`src/rtl/nzcv_alu.sv`:
```
module nzcv_alu #(
  parameter int W = 32
) (
  input  logic         clk,
  input  logic         rst_n,
  input  logic [3:0]   opcode,
  input  logic [W-1:0] opnd_a,
  input  logic [W-1:0] opnd_b,
  input  logic [W-1:0] imm,
  input  logic         use_imm,
  input  logic         set_flags,
  input  logic         shift_cout,
  output logic [W-1:0] result,
  output logic         result_we,
  output logic [3:0]   flags,
  output logic [W-1:0] status
);

  localparam logic [3:0] OP_ADD = 4'd0, OP_SUB = 4'd1, OP_RSB = 4'd2,
                         OP_AND = 4'd3, OP_ORR = 4'd4, OP_EOR = 4'd5,
                         OP_BIC = 4'd6, OP_MOV = 4'd7, OP_CMP = 4'd8,
                         OP_CMN = 4'd9, OP_TST = 4'd10, OP_TEQ = 4'd11;

  logic [W-1:0] b_sel, add_x, add_y, logic_val;
  logic [W:0]   sum;
  logic         add_cin, is_arith, is_flag_only, is_valid, do_update, ovf;

  assign b_sel = (use_imm && (opcode == OP_ADD || opcode == OP_SUB)) ? imm : opnd_b;

  always_comb begin
    add_x   = opnd_a;
    add_y   = b_sel;
    add_cin = 1'b0;
    unique case (opcode)
      OP_SUB, OP_CMP: begin add_y = ~b_sel; add_cin = 1'b1; end
      OP_RSB:         begin add_x = b_sel; add_y = ~opnd_a; add_cin = 1'b1; end
      default: ;
    endcase
  end

  assign sum = {1'b0, add_x} + {1'b0, add_y} + {{W{1'b0}}, add_cin};
  assign ovf = (add_x[W-1] == add_y[W-1]) && (sum[W-1] != add_x[W-1]);

  always_comb begin
    unique case (opcode)
      OP_AND, OP_TST: logic_val = opnd_a & b_sel;
      OP_ORR:         logic_val = opnd_a | b_sel;
      OP_EOR, OP_TEQ: logic_val = opnd_a ^ b_sel;
      OP_BIC:         logic_val = opnd_a & ~b_sel;
      OP_MOV:         logic_val = b_sel;
      default:        logic_val = '0;
    endcase
  end

  assign is_arith     = opcode inside {OP_ADD, OP_SUB, OP_RSB, OP_CMP, OP_CMN};
  assign is_flag_only = opcode inside {OP_CMP, OP_CMN, OP_TST, OP_TEQ};
  assign is_valid     = opcode <= OP_TEQ;
  assign do_update    = is_valid && (set_flags || is_flag_only);

  assign result    = is_arith ? sum[W-1:0] : logic_val;
  assign result_we = is_valid && !is_flag_only;

  always_ff @(posedge clk or negedge rst_n) begin
    if (!rst_n)
      flags <= 4'b0000;
    else if (do_update)
      flags <= {result[W-1], result == '0,
                is_arith ? sum[W] : shift_cout,
                is_arith ? ovf : flags[0]};
  end

  assign status = {flags, {(W-4){1'b0}}};

endmodule

```
`config.mk`:
```
export PLATFORM = sky130hd
export DESIGN_NAME = nzcv_alu
export DESIGN_NICKNAME = d
export VERILOG_FILES = /design/src/rtl/nzcv_alu.sv
export SDC_FILE = /design/constraint.sdc
export NUM_CORES = 1
export LEC_CHECK = 0
export CORE_AREA = 3 3 111 113
export DETAILED_ROUTE_END_ITERATION = 8
export DIE_AREA = 0 0 114 116
export GPL_TIMING_DRIVEN = 0
export PLACE_DENSITY = 0.83
export SYNTH_ARGS = -nofsm -noshare
export SYNTH_HDL_FRONTEND = slang
export SYNTH_SLANG_ARGS = --single-unit
```
`constraint.sdc`:
```
create_clock -name clk -period 8.8 [get_ports clk]
set_clock_uncertainty 0.05 [all_clocks]
set_input_delay 1.76 -clock clk [delete_from_list [all_inputs] [get_ports clk]]
set_output_delay 1.76 -clock clk [all_outputs]
set_load 0.03 [all_outputs]
```
* Word-level counts from Yosys, hierarchy flattened
Index checks and enable logic that the tools add are counted.
Cells by class: $add $sub $neg 2, magnitude comparators 1, equal/unequal tests 13, mux-type cells 7, bitwise logic cells 6, reductions and logical operators 16
Operators by type and width (count):
- 32-bit case mux with 5 select lines | 1
- 32-bit two-way mux | 3
- 32-bit AND | 2
- 32-bit NOT | 2
- 32-bit case mux with 2 select lines | 1
- 32-bit by 32-bit adder with 33-bit output | 1
- 33-bit by 1-bit adder with 33-bit output | 1
- 32-bit logical NOT | 1
- 32-bit OR | 1
- 32-bit bitwise XOR | 1
- 4-bit by 3-bit == test with 1-bit output, second input constant | 4
- 4-bit == test, second input constant | 4
- 4-bit by 2-bit == test with 1-bit output, second input constant | 2
- 2-bit OR reduction | 3
- 5-bit nonzero test | 1
- 4-bit by 1-bit == test with 1-bit output, second input constant | 1
- 4-bit <= comparator, second input constant | 1
- 1-bit logical AND | 4
- 4-bit logical NOT | 1
- 4-bit nonzero test | 1
- 3-bit OR reduction | 1
- 1-bit logical OR | 2
- 1-bit two-way mux | 2
- 2-bit AND reduction | 1
- other kinds (3) | 3
Word-level totals: register bits after elaboration 4, input bits 105, word-level logic and storage cells 47

* Logic depth before layout (Yosys ltp)
Gate-level depths: netlist (run 1).
word-level depth 10, depth in mapped cells 21

* Worst setup path after synthesis (run 1)
No wires, ideal clock.
path kind input -> output, start point input opcode[1], end point output result[29], arrival time 6064 ps, slack 926 ps, cell stages on the path 17, buffers on the path 5, path through buf_2 > nor4b_2 > buf_6 > buf_6 > buf_2 > mux2i_1 > o221ai_1 > ha_1 > clkbuf_1 > a21oi_1 > o21ai_0 > o31ai_1 > a211oi_1 > o21bai_1 > o311ai_0 > xnor2_1 > o21ai_0
On the way: word-level cells in the longest chain between the ends 9
RTL lines:
- start: declaration | RTL line 6 | input logic [3:0] opcode,
- 4-bit by 1-bit == test with 1-bit output or 4-bit logical NOT (tied branches) | RTL line 28, 34, 55
- 1-bit logical OR | RTL line 28 | assign b_sel = (use_imm && (opcode == OP_ADD || opcode == OP_SUB)) ? imm : opnd_b;
- 1-bit logical AND | RTL line 28
- 32-bit two-way mux | RTL line 28
- 32-bit NOT | RTL line 35, 49
- 32-bit case mux with 2 select lines | RTL line 34 | unique case (opcode)
- 32-bit by 32-bit adder with 33-bit output | RTL line 41 | assign sum = {1'b0, add_x} + {1'b0, add_y} + {{W{1'b0}}, add_cin};
- 33-bit by 1-bit adder with 33-bit output | RTL line 41
- 32-bit two-way mux (*) | RTL line 60 | assign result = is_arith ? sum[W-1:0] : logic_val;
- end: declaration | RTL line 13 | output logic [W-1:0] result,
Every way passes the cells marked *; elsewhere a longest branch is shown, timed or not.

* Worst setup path in the final report (run 1)
start point input opcode[3], end point output result[20]
Same word-level chain as after synthesis.

==> results of run 1 <==
==> layout make-up <==
class | instances | area, um^2
timing repair buffer | 145 | 1450
clock buffer | 3 | 75.1
fill | 1067 | 3880
buffer | 88 | 503
multi-input combinational | 734 | 5060
tap | 143 | 179
inverter | 47 | 176
sequential | 4 | 100
==> Yosys cell counts, types with 4 or more instances <==
cell type	n
o2bb2ai_1	7
buf_4	33
xor2_1	6
a221o_1	5
o31ai_1	8
o221ai_1	39
nand3_1	18
or3_1	5
nor2_1	49
nor3_1	14
clkbuf_1	49
mux2i_1	37
nor2b_1	4
or4_1	4
nor3b_1	4
nand4_1	18
buf_2	6
inv_1	47
o211ai_1	11
a211oi_1	11
xnor2_1	19
nand2b_1	4
o2111ai_1	4
o22ai_1	4
or2_2	4
a211o_1	6
o21ai_0	71
and3_1	8
a21oi_1	53
nand2_1	126
a31oi_1	10
dfrtp_1	4
o21a_1	10
a221oi_1	7
a21o_1	13
and2_1	4
ha_1	63
==> worst min path at each step <==
stage                      endpoint  slack (ns)  cells after the start
6_report       flags[1]$_DFFE_PN0P_        0.47                      2
5_1_grt        flags[3]$_DFFE_PN0P_        0.51                      1
4_1_cts        flags[1]$_DFFE_PN0P_        0.46                      2
3_5_place_dp   flags[1]$_DFFE_PN0P_        0.45                      2
3_3_place_gp   flags[1]$_DFFE_PN0P_        0.44                      2
2_1_floorplan  flags[2]$_DFFE_PN0P_        0.61                      2
==> power breakdown <==
group | switching (uW) | internal, uW | total, uW
clock network | 15.6 | 58.3 | 73.9
logic | 402 | 277 | 679
registers | 2.56 | 21.9 | 24.4
total | 420 | 357 | 777
==> critical path, delay by kind of cell <==
| family | cells | cell delay, ns |
|---|---|---|
| buffers and inverters | 6 | 2.09 |
| and+or+nand+nor | 3 | 0.35 |
| AOI/OAI and AO/OA | 6 | 1.66 |
| adders and majority gates | 2 | 0.95 |
==> layer usage <==
layer	vias to the layer above	global-route usage (%)
met3	60	4.44
met2	447	53.4
met4	0	9.50
li1	3501	-
met5	-	0
met1	3417	44.5
==> through the flow <==
stage	power, uW	setup WS, ns
6_report	777	0.189
5_1_grt	832	-0.0198
4_1_cts	757	-0.00391
3_5_place_dp	679	-1.16
3_3_place_gp	674	-1.08
2_1_floorplan	458	0.926
==> what timing repair did <==
action | CTS | global route
cloned | 0 | 0
endpoints found under the setup margin | 18 | 11
buffers inserted | 0 | 1
gates resized for setup | 30 | 30
==> logic make-up after synthesis <==
kind of cell	Yosys count	share of synthesized area, %
AOI/OAI and AO/OA	294	36.0
xor gates and xnor gates	25	3.90
adders and majority gates	65	14.8
buffers and inverters	139	11.9
DFF	4	1.78
muxes	40	7.41
other	1	0.0669
and+or+nand+nor	282	24.2
==> metrics.md, run 1 <==
| Metric | Value |
|---|---|
| Yosys reg bits | 4 |
| Clock transition at the registers of the reported paths | 0.03 ns |
| Met1 wire length | 9400 um |
| Ports | 174 |
| CTS max path bufs | 2 |
| Count of cell types in the netlist | 73 |
| Post-synth top area cell | ha_1 |
| Die Ht | 116 um |
| Largest regs | flags: 4 flops |
| Post-Synthesis Cells | 850 |
| Max_cap viols | 0 |
| Layout Cells excl Fill | 1164 |
| Yosys warnings | 0 |
| Commonest non-fill, non-tap cells in the layout | clkdlybuf4s50_1, nand2_1, o21ai_0 |
| Ranking of synthesized cells by area | ha_1, nand2_1, mux2i_1 |
| Relative slew slack | 33.9% |
| Area post-placement | 7330 um^2 |
| Pwr/cell area | 103 nW/um^2 |
| Initial antenna violation count | 0 |
| Routability congestion estimate from global placement | 0.982 |
| Setup CP Type | in2out |
| Vias | 7425 |
| Crit path to | result[20] |
| Required @ worst endpoint | 6.99 ns |
| Num CTS Buffers | 3 |
| Clk Latency, worst-skew pair | 0.23 ns |
| Met3 Wirelength | 2380 um |
| H-tree Lvls | 1 |
| First-pass detailed-route iteration total | 5 |
| Top Layer Used | met4 |
| First-pass GRT wire length | 34600 um |
| RSZ-0062 raised after global routing | yes |
| Reg with most FFs | flags |
| Worst reg2reg endpoint | flags[3]$_DFFE_PN0P_ |
| Total GRT Usage | 32.5% |
| Share of layout cells above drive strength 1 | 9.40% |
| Detailed router's first-iteration violation count | 755 |
| # port buffers | 144 |
| Cell Area, Synth | 5610 um^2 |
| Worst reg-to-reg setup slack | 7.99 ns |
| Die width | 114 um |
| Share of the synthesized area in the top cell type | 14.1% |
| Root Buffer | clkbuf_16 |
| Hold Path Origin | flags[1]$_DFFE_PN0P_ |
| Hold crit path type | reg2reg |
| Hold_buf cts | 0 |
| Max Transition Viols Final | 0 |
| Full die area | 13200 um^2 |
| Final hold slack | 0.468 ns |
| Final TNS setup | 0 ns |
| DRC | 0 |
| Critical Path Start | opcode[3] |
| Routed len/inst | 19.5 um |
| Crit start category | input pin |
| Final Hold Viols | 0 |
| Syn Area/Cell | 6.60 um^2 |
| Dpl cells | 1164 |
| Status | finished clean |
| Fin crit period | 8.61 ns |
| Most common library cell in the layout ignoring fill and taps | clkdlybuf4s50_1 |
| Final cell area excluding filler cells | 7540 um^2 |
| Crit path DAT | 6.80 ns |
| Largest net degree at the start of global routing | 11 |
| Final setup fails | 0 |
| Routed vias/inst | 6.38 |
| Number of flops mapped to enable cells by yosys | 0 |
| Via count of the first global-routing pass | 6500 |
| Final Cycle Share | 97.9% |
| Worst VDD drop | 0.169 mV |
| Top FF cell, synth | dfrtp_1 |
| Tightest Pin Transition | 0.985 ns |
| Sink Count | 4 |
| Met2 Wirelength | 10300 um |
| Final wirelength | 22700 um |
| Nets | 1193 |
| Asr flop ratio synth | 100% |
| Max Fclk | 116 MHz |
| Syn-to-layout area delta | 34.5% |
| CORE AREA | 11400 um^2 |
| Rows | 39 |
| Critical Path End Type | output port |
| Grt total ovfl | 0 |
| Remaining antenna violation count | 0 |
| Starting density of the core | 49.1% |
| Sequential element share of the synthesized area | 1.78% |
| Critical path cell sequence | clkdlybuf4s50_1 > buf_2 > nor2_1 > nand2_1 > clkbuf_2 > clkbuf_4 > o21ai_0 > fa_1 > fa_1 > a21o_1 > a22oi_1 > o311a_1 > o21a_1 > nor2_1 > a311oi_1 > inv_1 > clkdlybuf4s50_1 |
| Register-to-Register Path Depth | 1 |
| Slowest cell delay on critical path | 0.61 ns |
| Critical Path Slowest Stage Cell | clkdlybuf4s50_1 |
| Worst-path maximum fanout | 10 |
| Max FFs per register | 4 |
| CTS tree | built |
| Final core occ | 66.1% |
| R2R Path Start | flags[3]$_DFFE_PN0P_ |
| Total leakage power | 0.00330 uW |
| N_diodes | 0 |
| DP HPWL | 17400 um |
Note: power is estimated with default switching activity, not from simulation.
==> run 2, diff against run 1 <==
==> config.mk (replaced) <==
export PLATFORM = sky130hd
export DESIGN_NAME = nzcv_alu
export DESIGN_NICKNAME = d
export VERILOG_FILES = /design/src/rtl/nzcv_alu.sv
export SDC_FILE = /design/constraint.sdc
export NUM_CORES = 1
export LEC_CHECK = 0
export CORE_AREA = 3 3 116 118
export DETAILED_ROUTE_END_ITERATION = 8
export DIE_AREA = 0 0 119 121
export GPL_TIMING_DRIVEN = 0
export PLACE_DENSITY = 0.8
export SYNTH_ARGS = -nofsm -noshare
export SYNTH_HDL_FRONTEND = slang
export SYNTH_SLANG_ARGS = --single-unit
==> constraint.sdc (replaced) <==
create_clock -name clk -period 7.5 [get_ports clk]
set_clock_uncertainty 0.05 [all_clocks]
set_input_delay 1.5 -clock clk [delete_from_list [all_inputs] [get_ports clk]]
set_output_delay 1.5 -clock clk [all_outputs]
set_load 0.03 [all_outputs]
==> metrics.md, run 2 (synthesis results as in run 1) <==
| Metric | Value |
|---|---|
| Root Buffer | clkbuf_16 (unchanged) |
| Routability congestion estimate from global placement | 0.979 (was 0.982) |
| Final Hold Viols | 0 (unchanged) |
| First-pass detailed-route iteration total | 5 (unchanged) |
| Detailed router's first-iteration violation count | 637 (was 755) |
| Vias | 7479 (was 7425) |
| Tightest Pin Transition | 0.985 ns (about the same) |
| Setup ws final | 0.152 ns (was 0.189 ns) |
| Initial antenna violation count | 0 (unchanged) |
| Worst-path maximum fanout | 10 (unchanged) |
| Required @ worst endpoint | 5.95 ns (was 6.99 ns) |
| Starting density of the core | 44.6% (was 49.1%) |
| Routed vias/inst | 6.25 (was 6.38) |
| Crit path DAT | 5.80 ns (was 6.80 ns) |
| CTS tree | built (unchanged) |
| CTS max path bufs | 2 (unchanged) |
| Clock transition at the registers of the reported paths | 0.03 ns (about the same) |
| Remaining antenna violation count | 0 (unchanged) |
| N_diodes | 0 (unchanged) |
| H-tree Lvls | 1 (unchanged) |
| Switching part of the total | 54.0% (was 54.1%) |
| Share of layout cells above drive strength 1 | 14.0% (was 9.40%) |
| Clock Power Share | 9.1% (was 9.5%) |
| Pwr/cell area | 119 nW/um^2 (was 103 nW/um^2) |
| Grt total ovfl | 0 (unchanged) |
| Relative slew slack | 33.9% (about the same) |
| Full die area | 14400 um^2 (was 13200 um^2) |
| Final Cycle Share | 98.0% |
| Most common library cell in the layout ignoring fill and taps | clkdlybuf4s50_1 (unchanged) |
| CORE AREA | 12600 um^2 (was 11400 um^2) |
| Max Fclk | 136 MHz |
| Largest net degree at the start of global routing | 11 (unchanged) |
| Total GRT Usage | 30.3% (was 32.5%) |
| Critical Path Slowest Stage Cell | clkdlybuf4s50_1 (unchanged) |
| Critical Path End Type | output port (unchanged) |
| Total leakage power | 0.00335 uW (was 0.00330 uW) |
| Rows | 41 (was 39) |
| Flop pwr share | 3.1% (about the same) |
| Die width | 119 um (was 114 um) |
| Max FFs per register | 4 (unchanged) |
| Syn-to-layout area delta | 41.4% (was 34.5%) |
| Largest regs | flags: 4 flops (unchanged) |
| DRC | 0 (unchanged) |
| DP HPWL | 17400 um (about the same) |
| Die Ht | 121 um (was 116 um) |
| Routed len/inst | 19.4 um (was 19.5 um) |
| Psw | 511 uW (was 420 uW) |
| Final setup fails | 0 (unchanged) |
| Num CTS Buffers | 3 (unchanged) |
| Reg with most FFs | flags (unchanged) |
| Status | finished clean (unchanged) |
| Power share of the combinational group | 87.8% (was 87.3%) |
| Final wirelength | 23200 um (was 22700 um) |
| Pre-CTS setup slack | -1.87 ns (was -1.16 ns) |
| Int Power | 435 uW (was 357 uW) |
| Sink Count | 4 (unchanged) |
| Hold crit path type | reg2reg (unchanged) |
| Max Transition Viols Final | 0 (unchanged) |
| Slowest cell delay on critical path | 0.78 ns (was 0.61 ns) |
| Crit start category | input pin (unchanged) |
| Final hold slack | 0.449 ns (was 0.468 ns) |
| Worst VDD drop | 0.0825 mV (was 0.169 mV) |
| Ports | 174 (unchanged) |
| Nets | 1196 (was 1193) |
| Via count of the first global-routing pass | 6901 (was 6500) |
| Total Power | 945 uW (was 777 uW) |
| Clk Latency, worst-skew pair | 0.23 ns (about the same) |
| Setup CP Type | in2out (unchanged) |
| Hold_buf cts | 0 (unchanged) |
| Max_cap viols | 0 (unchanged) |
| Fin crit period | 7.35 ns |
| Commonest non-fill, non-tap cells in the layout | clkdlybuf4s50_1, nand2_1, o21ai_0 (unchanged) |
| Critical path cell sequence | dlygate4sd2_1 > buf_6 > nor3b_4 > nor2_2 > nor2_1 > clkbuf_4 > nand2_1 > o221ai_1 > ha_1 > a211oi_2 > o211ai_1 > buf_4 > a31oi_1 > xor2_1 > o21ai_0 > clkdlybuf4s50_1 (was clkdlybuf4s50_1 > buf_2 > nor2_1 > nand2_1 > clkbuf_2 > clkbuf_4 > o21ai_0 > fa_1 > fa_1 > a21o_1 > a22oi_1 > o311a_1 > o21a_1 > nor2_1 > a311oi_1 > inv_1 > clkdlybuf4s50_1) |
| First-pass GRT wire length | 35900 um (was 34600 um) |
| # port buffers | 144 (unchanged) |
-- run 2: cell types whose count changed in the layout (fill, tap and decap cells not counted), moves of 3 or more --
cell | before | now
clkdlybuf4s50_1 | 135 | 129
a21oi_2 | 1 | 6
a21oi_1 | 52 | 46
clkbuf_1 | 35 | 29
mux2i_1 | 26 | 15
ha_1 | 62 | 57
buf_4 | 34 | 42
dlymetal6s2s_1 | 5 | 0
clkbuf_4 | 3 | 6
buf_12 | 0 | 3
dlygate4sd2_1 | 3 | 8
ha_2 | 1 | 6
mux2i_4 | 2 | 15
clkdlybuf4s15_2 | 0 | 3
-- run 2: metal layers --
| metal | up-vias | GRT usage [%] | part of all wire (%) |
|---|---|---|---|
| li1 | 3501 | - | - |
| met1 | 3471 | 40.2 | 41 |
| met2 | 434 | 50.9 | 46 |
| met3 | 73 | 4.52 | 9.8 |
| met4 | 0 | 9.20 | 3.2 |
| met5 | - | 0 | 0 |
-- run 2: final cells by class --
| cell class | instances | area, um^2 |
|---|---|---|
| repair buffers | 153 | 1500 |
| inverters | 47 | 176 |
| flip-flops and latches | 4 | 100 |
| fillers | 1162 | 4640 |
| multi-input cells | 734 | 5340 |
| clock buffers | 3 | 75.1 |
| well taps | 172 | 215 |
| plain buffers | 83 | 529 |
-- run 2: through the flow --
step                instances  instance area [um^2]  setup TNS, ns  util [%]
detailed placement       1193                  7370         -29.82      58.6
floorplan                 877                  5710              0         -
finish                   1196                  7930              0      63.1
CTS                      1194                  7630        -0.0954      60.7
global placement         1193                  7370         -29.55      58.6
global route             1196                  7930         -0.180      63.1
-- run 2: critical path: cells and delay by family --
kind | cells | cell delay [ns]
buffers and inverters | 5 | 1.75
AOI/OAI and AO/OA | 5 | 1.42
and+or+nand+nor | 4 | 0.69
xor gates and xnor gates | 1 | 0.10
adders and majority gates | 1 | 0.31
-- run 2: path summary, 6_finish.rpt --
path / cells after the start / slack [ns] / startpoint / to
worst min-delay path: 2 / 0.45 / flags[1]$_DFFE_PN0P_ / flags[1]$_DFFE_PN0P_
worst min register to register: 2 / 0.45 / flags[1]$_DFFE_PN0P_ / flags[1]$_DFFE_PN0P_
max in group asynchronous: 1 / 5.82 / rst_n / flags[0]$_DFFE_PN0P_
min in group asynchronous: 1 / 1.42 / rst_n / flags[3]$_DFFE_PN0P_
worst max-delay path: 16 / 0.15 / opcode[0] / result[11]
worst max register to register: 1 / 6.67 / flags[3]$_DFFE_PN0P_ / flags[3]$_DFFE_PN0P_
-- run 2: power groups by stage --
stage	sequential [uW]	combinational, uW	clock [uW]
detailed placement	29.3	767	0
CTS	29.0	782	85.1
global route	29.8	892	86.8
global placement	29.2	760	0
finish	28.9	831	86.0
floorplan	36.3	501	0
-- run 2: repair_timing --
item,CTS,global route
buffers inserted,1,8
setup endpoints to repair,30,23
hold endpoints to repair,0,0
gates resized for setup,88,61
pin swaps,2,3
==> run 3, diff against run 2 <==
==> config.mk (replaced) <==
export PLATFORM = sky130hd
export DESIGN_NAME = nzcv_alu
export DESIGN_NICKNAME = d
export VERILOG_FILES = /design/src/rtl/nzcv_alu.sv
export SDC_FILE = /design/constraint.sdc
export NUM_CORES = 1
export LEC_CHECK = 0
export CAP_MARGIN = 20
export CORE_AREA = 3 3 107 109
export DETAILED_ROUTE_END_ITERATION = 8
export DIE_AREA = 0 0 110 112
export GPL_TIMING_DRIVEN = 0
export PLACE_DENSITY = 0.88
export SYNTH_ARGS = -nofsm -noshare
export SYNTH_HDL_FRONTEND = slang
export SYNTH_SLANG_ARGS = --single-unit
==> constraint.sdc (replaced) <==
create_clock -name clk -period 9.18 [get_ports clk]
set_clock_uncertainty 0.05 [all_clocks]
set_input_delay 1.836 -clock clk [delete_from_list [all_inputs] [get_ports clk]]
set_output_delay 1.836 -clock clk [all_outputs]
set_load 0.03 [all_outputs]
==> metrics.md, run 3 (synthesis results as in run 1) <==
| Metric | Value |
|---|---|
| Status | finished clean (unchanged) |
| Required @ worst endpoint | 7.29 ns (was 5.95 ns) |
| Via count of the first global-routing pass | 6723 (was 6901) |
| Die width | 110 um (was 119 um) |
| Total leakage power | 0.00328 uW (was 0.00335 uW) |
| Setup ws final | 0.159 ns (was 0.152 ns) |
| Max_cap viols | 0 (unchanged) |
| Final cell area excluding filler cells | 7490 um^2 (was 7930 um^2) |
| CORE AREA | 10700 um^2 (was 12600 um^2) |
| Reg with most FFs | flags (unchanged) |
| Fin crit period | 9.02 ns |
| Hold Path Origin | flags[1]$_DFFE_PN0P_ (unchanged) |
| Most common library cell in the layout ignoring fill and taps | clkdlybuf4s50_1 (unchanged) |
| DP HPWL | 17800 um (was 17400 um) |
| Sink Count | 4 (unchanged) |
| CTS tree | built (unchanged) |
| Final wirelength | 23300 um (was 23200 um) |
| Routability congestion estimate from global placement | 0.966 (was 0.979) |
| Critical path cell sequence | clkdlybuf4s50_1 > nor4b_2 > buf_6 > buf_6 > buf_6 > buf_4 > mux2i_2 > o221ai_1 > ha_1 > a21o_1 > a21o_1 > a21oi_1 > a21boi_0 > o21ai_0 > o311ai_1 > xnor2_1 > o21ai_0 > clkdlybuf4s50_1 (was dlygate4sd2_1 > buf_6 > nor3b_4 > nor2_2 > nor2_1 > clkbuf_4 > nand2_1 > o221ai_1 > ha_1 > a211oi_2 > o211ai_1 > buf_4 > a31oi_1 > xor2_1 > o21ai_0 > clkdlybuf4s50_1) |
| Tightest Pin Transition | 0.864 ns (was 0.985 ns) |
| Clock transition at the registers of the reported paths | 0.03 ns (about the same) |
| Worst hold endpoint | flags[1]$_DFFE_PN0P_ (unchanged) |
| First-pass detailed-route iteration total | 5 (unchanged) |
| Crit path DAT | 7.13 ns (was 5.80 ns) |
| Share of layout cells above drive strength 1 | 8.68% (was 14.0%) |
| Grt total ovfl | 0 (unchanged) |
| Starting density of the core | 52.4% (was 44.6%) |
| Int Power | 314 uW (was 435 uW) |
| Routed len/inst | 20.0 um (was 19.4 um) |
| Routed vias/inst | 6.48 (was 6.25) |
| Crit-path leading delay family | buffers and inverters (unchanged) |
| WHS Path Cells | 2 (unchanged) |
| Pre-CTS setup slack | -0.892 ns (was -1.87 ns) |
| Setup CP Type | in2out (unchanged) |
| Largest regs | flags: 4 flops (unchanged) |
| Worst reg2reg endpoint | flags[3]$_DFFE_PN0P_ (unchanged) |
| Num CTS Buffers | 3 (unchanged) |
| Max FFs per register | 4 (unchanged) |
| Clk Latency, worst-skew pair | 0.22 ns (was 0.23 ns) |
| Syn-to-layout area delta | 33.6% (was 41.4%) |
| Total GRT Usage | 35.4% (was 30.3%) |
| R2R Path Start | flags[3]$_DFFE_PN0P_ (unchanged) |
| Die Ht | 112 um (was 121 um) |
| # port buffers | 144 (unchanged) |
| Clock Power Share | 5.4% (was 9.1%) |
| Vias | 7550 (was 7479) |
| Initial antenna violation count | 0 (unchanged) |
| Worst Path Buf+Inv | 6 (was 5) |
| Hold crit path type | reg2reg (unchanged) |
| CTS max path bufs | 2 (unchanged) |
| Switching part of the total | 56.1% (was 54.0%) |
| Slowest cell delay on critical path | 0.73 ns (was 0.78 ns) |
| Critical Path Slowest Stage Cell | clkdlybuf4s50_1 (unchanged) |
| Crit start category | input pin (unchanged) |
| Largest net degree at the start of global routing | 11 (unchanged) |
| Root Buffer | clkbuf_8 (was clkbuf_16) |
| N_diodes | 0 (unchanged) |
| Full die area | 12300 um^2 (was 14400 um^2) |
| Max Fclk | 111 MHz |
| Register-to-Register Path Depth | 1 (unchanged) |
| DRC | 0 (unchanged) |
| Layout Cells excl Fill | 1165 (was 1196) |
| Worst-path maximum fanout | 10 (unchanged) |
| Max Transition Viols Final | 0 (unchanged) |
| First-pass GRT wire length | 35000 um (was 35900 um) |
| Psw | 401 uW (was 511 uW) |
| Final setup fails | 0 (unchanged) |
| Worst VDD drop | 0.0725 mV (was 0.0825 mV) |
| Dpl cells | 1161 (was 1193) |
| Rows | 38 (was 41) |
| Commonest non-fill, non-tap cells in the layout | clkdlybuf4s50_1, nand2_1, o21ai_0 (unchanged) |
| Nets | 1197 (was 1196) |
| Critical Path End Type | output port (unchanged) |
| Worst reg-to-reg setup slack | 8.33 ns (was 6.67 ns) |
| Power share of the combinational group | 91.3% (was 87.8%) |
| H-tree Lvls | 1 (unchanged) |
| Pwr/cell area | 95.5 nW/um^2 (was 119 nW/um^2) |
| Remaining antenna violation count | 0 (unchanged) |
| Cell mode on critical path | buf_6 |
| Ports | 174 (unchanged) |
| RSZ-0062 raised after global routing | yes |
| Final Cycle Share | 98.3% |
| Area post-placement | 7330 um^2 (was 7370 um^2) |
| Detailed router's first-iteration violation count | 724 (was 637) |
| Relative slew slack | 42.4% (was 33.9%) |
| Final Hold Viols | 0 (unchanged) |
| Flop pwr share | 3.4% (was 3.1%) |
-- run 3: changes by cell type in the layout (fill, tap and decap cells not counted), moves of 4 or more --
cell / change
a21oi_2: -6
mux2i_1: +15
mux2i_4: -13
ha_1: +6
ha_2: -6
dlygate4sd2_1: -6
dlymetal6s2s_1: +4
a21oi_1: +7
clkbuf_4: -5
clkbuf_1: +8
clkdlybuf4s50_1: +9
buf_4: -6
-- run 3: area by class of cell --
| cell class | instances | area, um^2 |
|---|---|---|
| clock buffers | 3 | 41.3 |
| multi-input cells | 734 | 5020 |
| flip-flops and latches | 4 | 100 |
| plain buffers | 90 | 505 |
| fillers | 961 | 3200 |
| inverters | 47 | 176 |
| well taps | 140 | 175 |
| repair buffers | 147 | 1470 |
-- run 3: routing by layer --
| metal | wire, um | up-vias | share of wire [%] | GRT usage, % |
|---|---|---|---|---|
| met5 | 0 | - | 0 | 0 |
| li1 | - | 3509 | - | - |
| met3 | 2610 | 77 | 11 | 5.33 |
| met2 | 10500 | 474 | 45 | 55.7 |
| met1 | 9340 | 3490 | 40 | 48.7 |
| met4 | 895 | 0 | 3.8 | 12.6 |
-- run 3: power groups by stage --
| stage | clock [uW] | sequential, uW | combinational, uW |
|---|---|---|---|
| 3_5_place_dp | 0 | 24.0 | 628 |
| 6_report | 38.3 | 24.0 | 653 |
| 5_1_grt | 38.1 | 24.4 | 703 |
| 4_1_cts | 37.0 | 24.1 | 633 |
| 2_1_floorplan | 0 | 29.7 | 409 |
| 3_3_place_gp | 0 | 23.8 | 621 |
-- run 3: what timing repair did --
action,in CTS,in global routing
endpoints found under the setup margin,12,13
resized for setup,19,30
hold buffers,0,0
pin swaps,0,0
setup buffers,0,3
-- run 3: worst max path at each step --
stage               startpoint    endpoint  slack, ns  depth (start not counted)
floorplan            opcode[1]  result[29]       1.15                         17
global placement     opcode[3]  result[29]      -0.92                         18
detailed placement   opcode[3]  result[29]      -0.89                         18
CTS                  opcode[3]  result[28]       0.06                         17
global route         opcode[3]  result[31]      -0.06                         19
finish               opcode[3]  result[29]       0.16                         18
-- run 3: through the flow --
stage	utilization [%]	power [uW]	hold slack [ns]	setup TNS [ns]
after detailed placement	68.5	652	0.463	-5.81
after global placement	68.5	645	0.440	-5.80
after CTS	69.2	694	0.488	0
after global routing	70.1	766	0.518	-0.0992
after floorplan	-	439	0.611	0
final	70.1	715	0.478	0
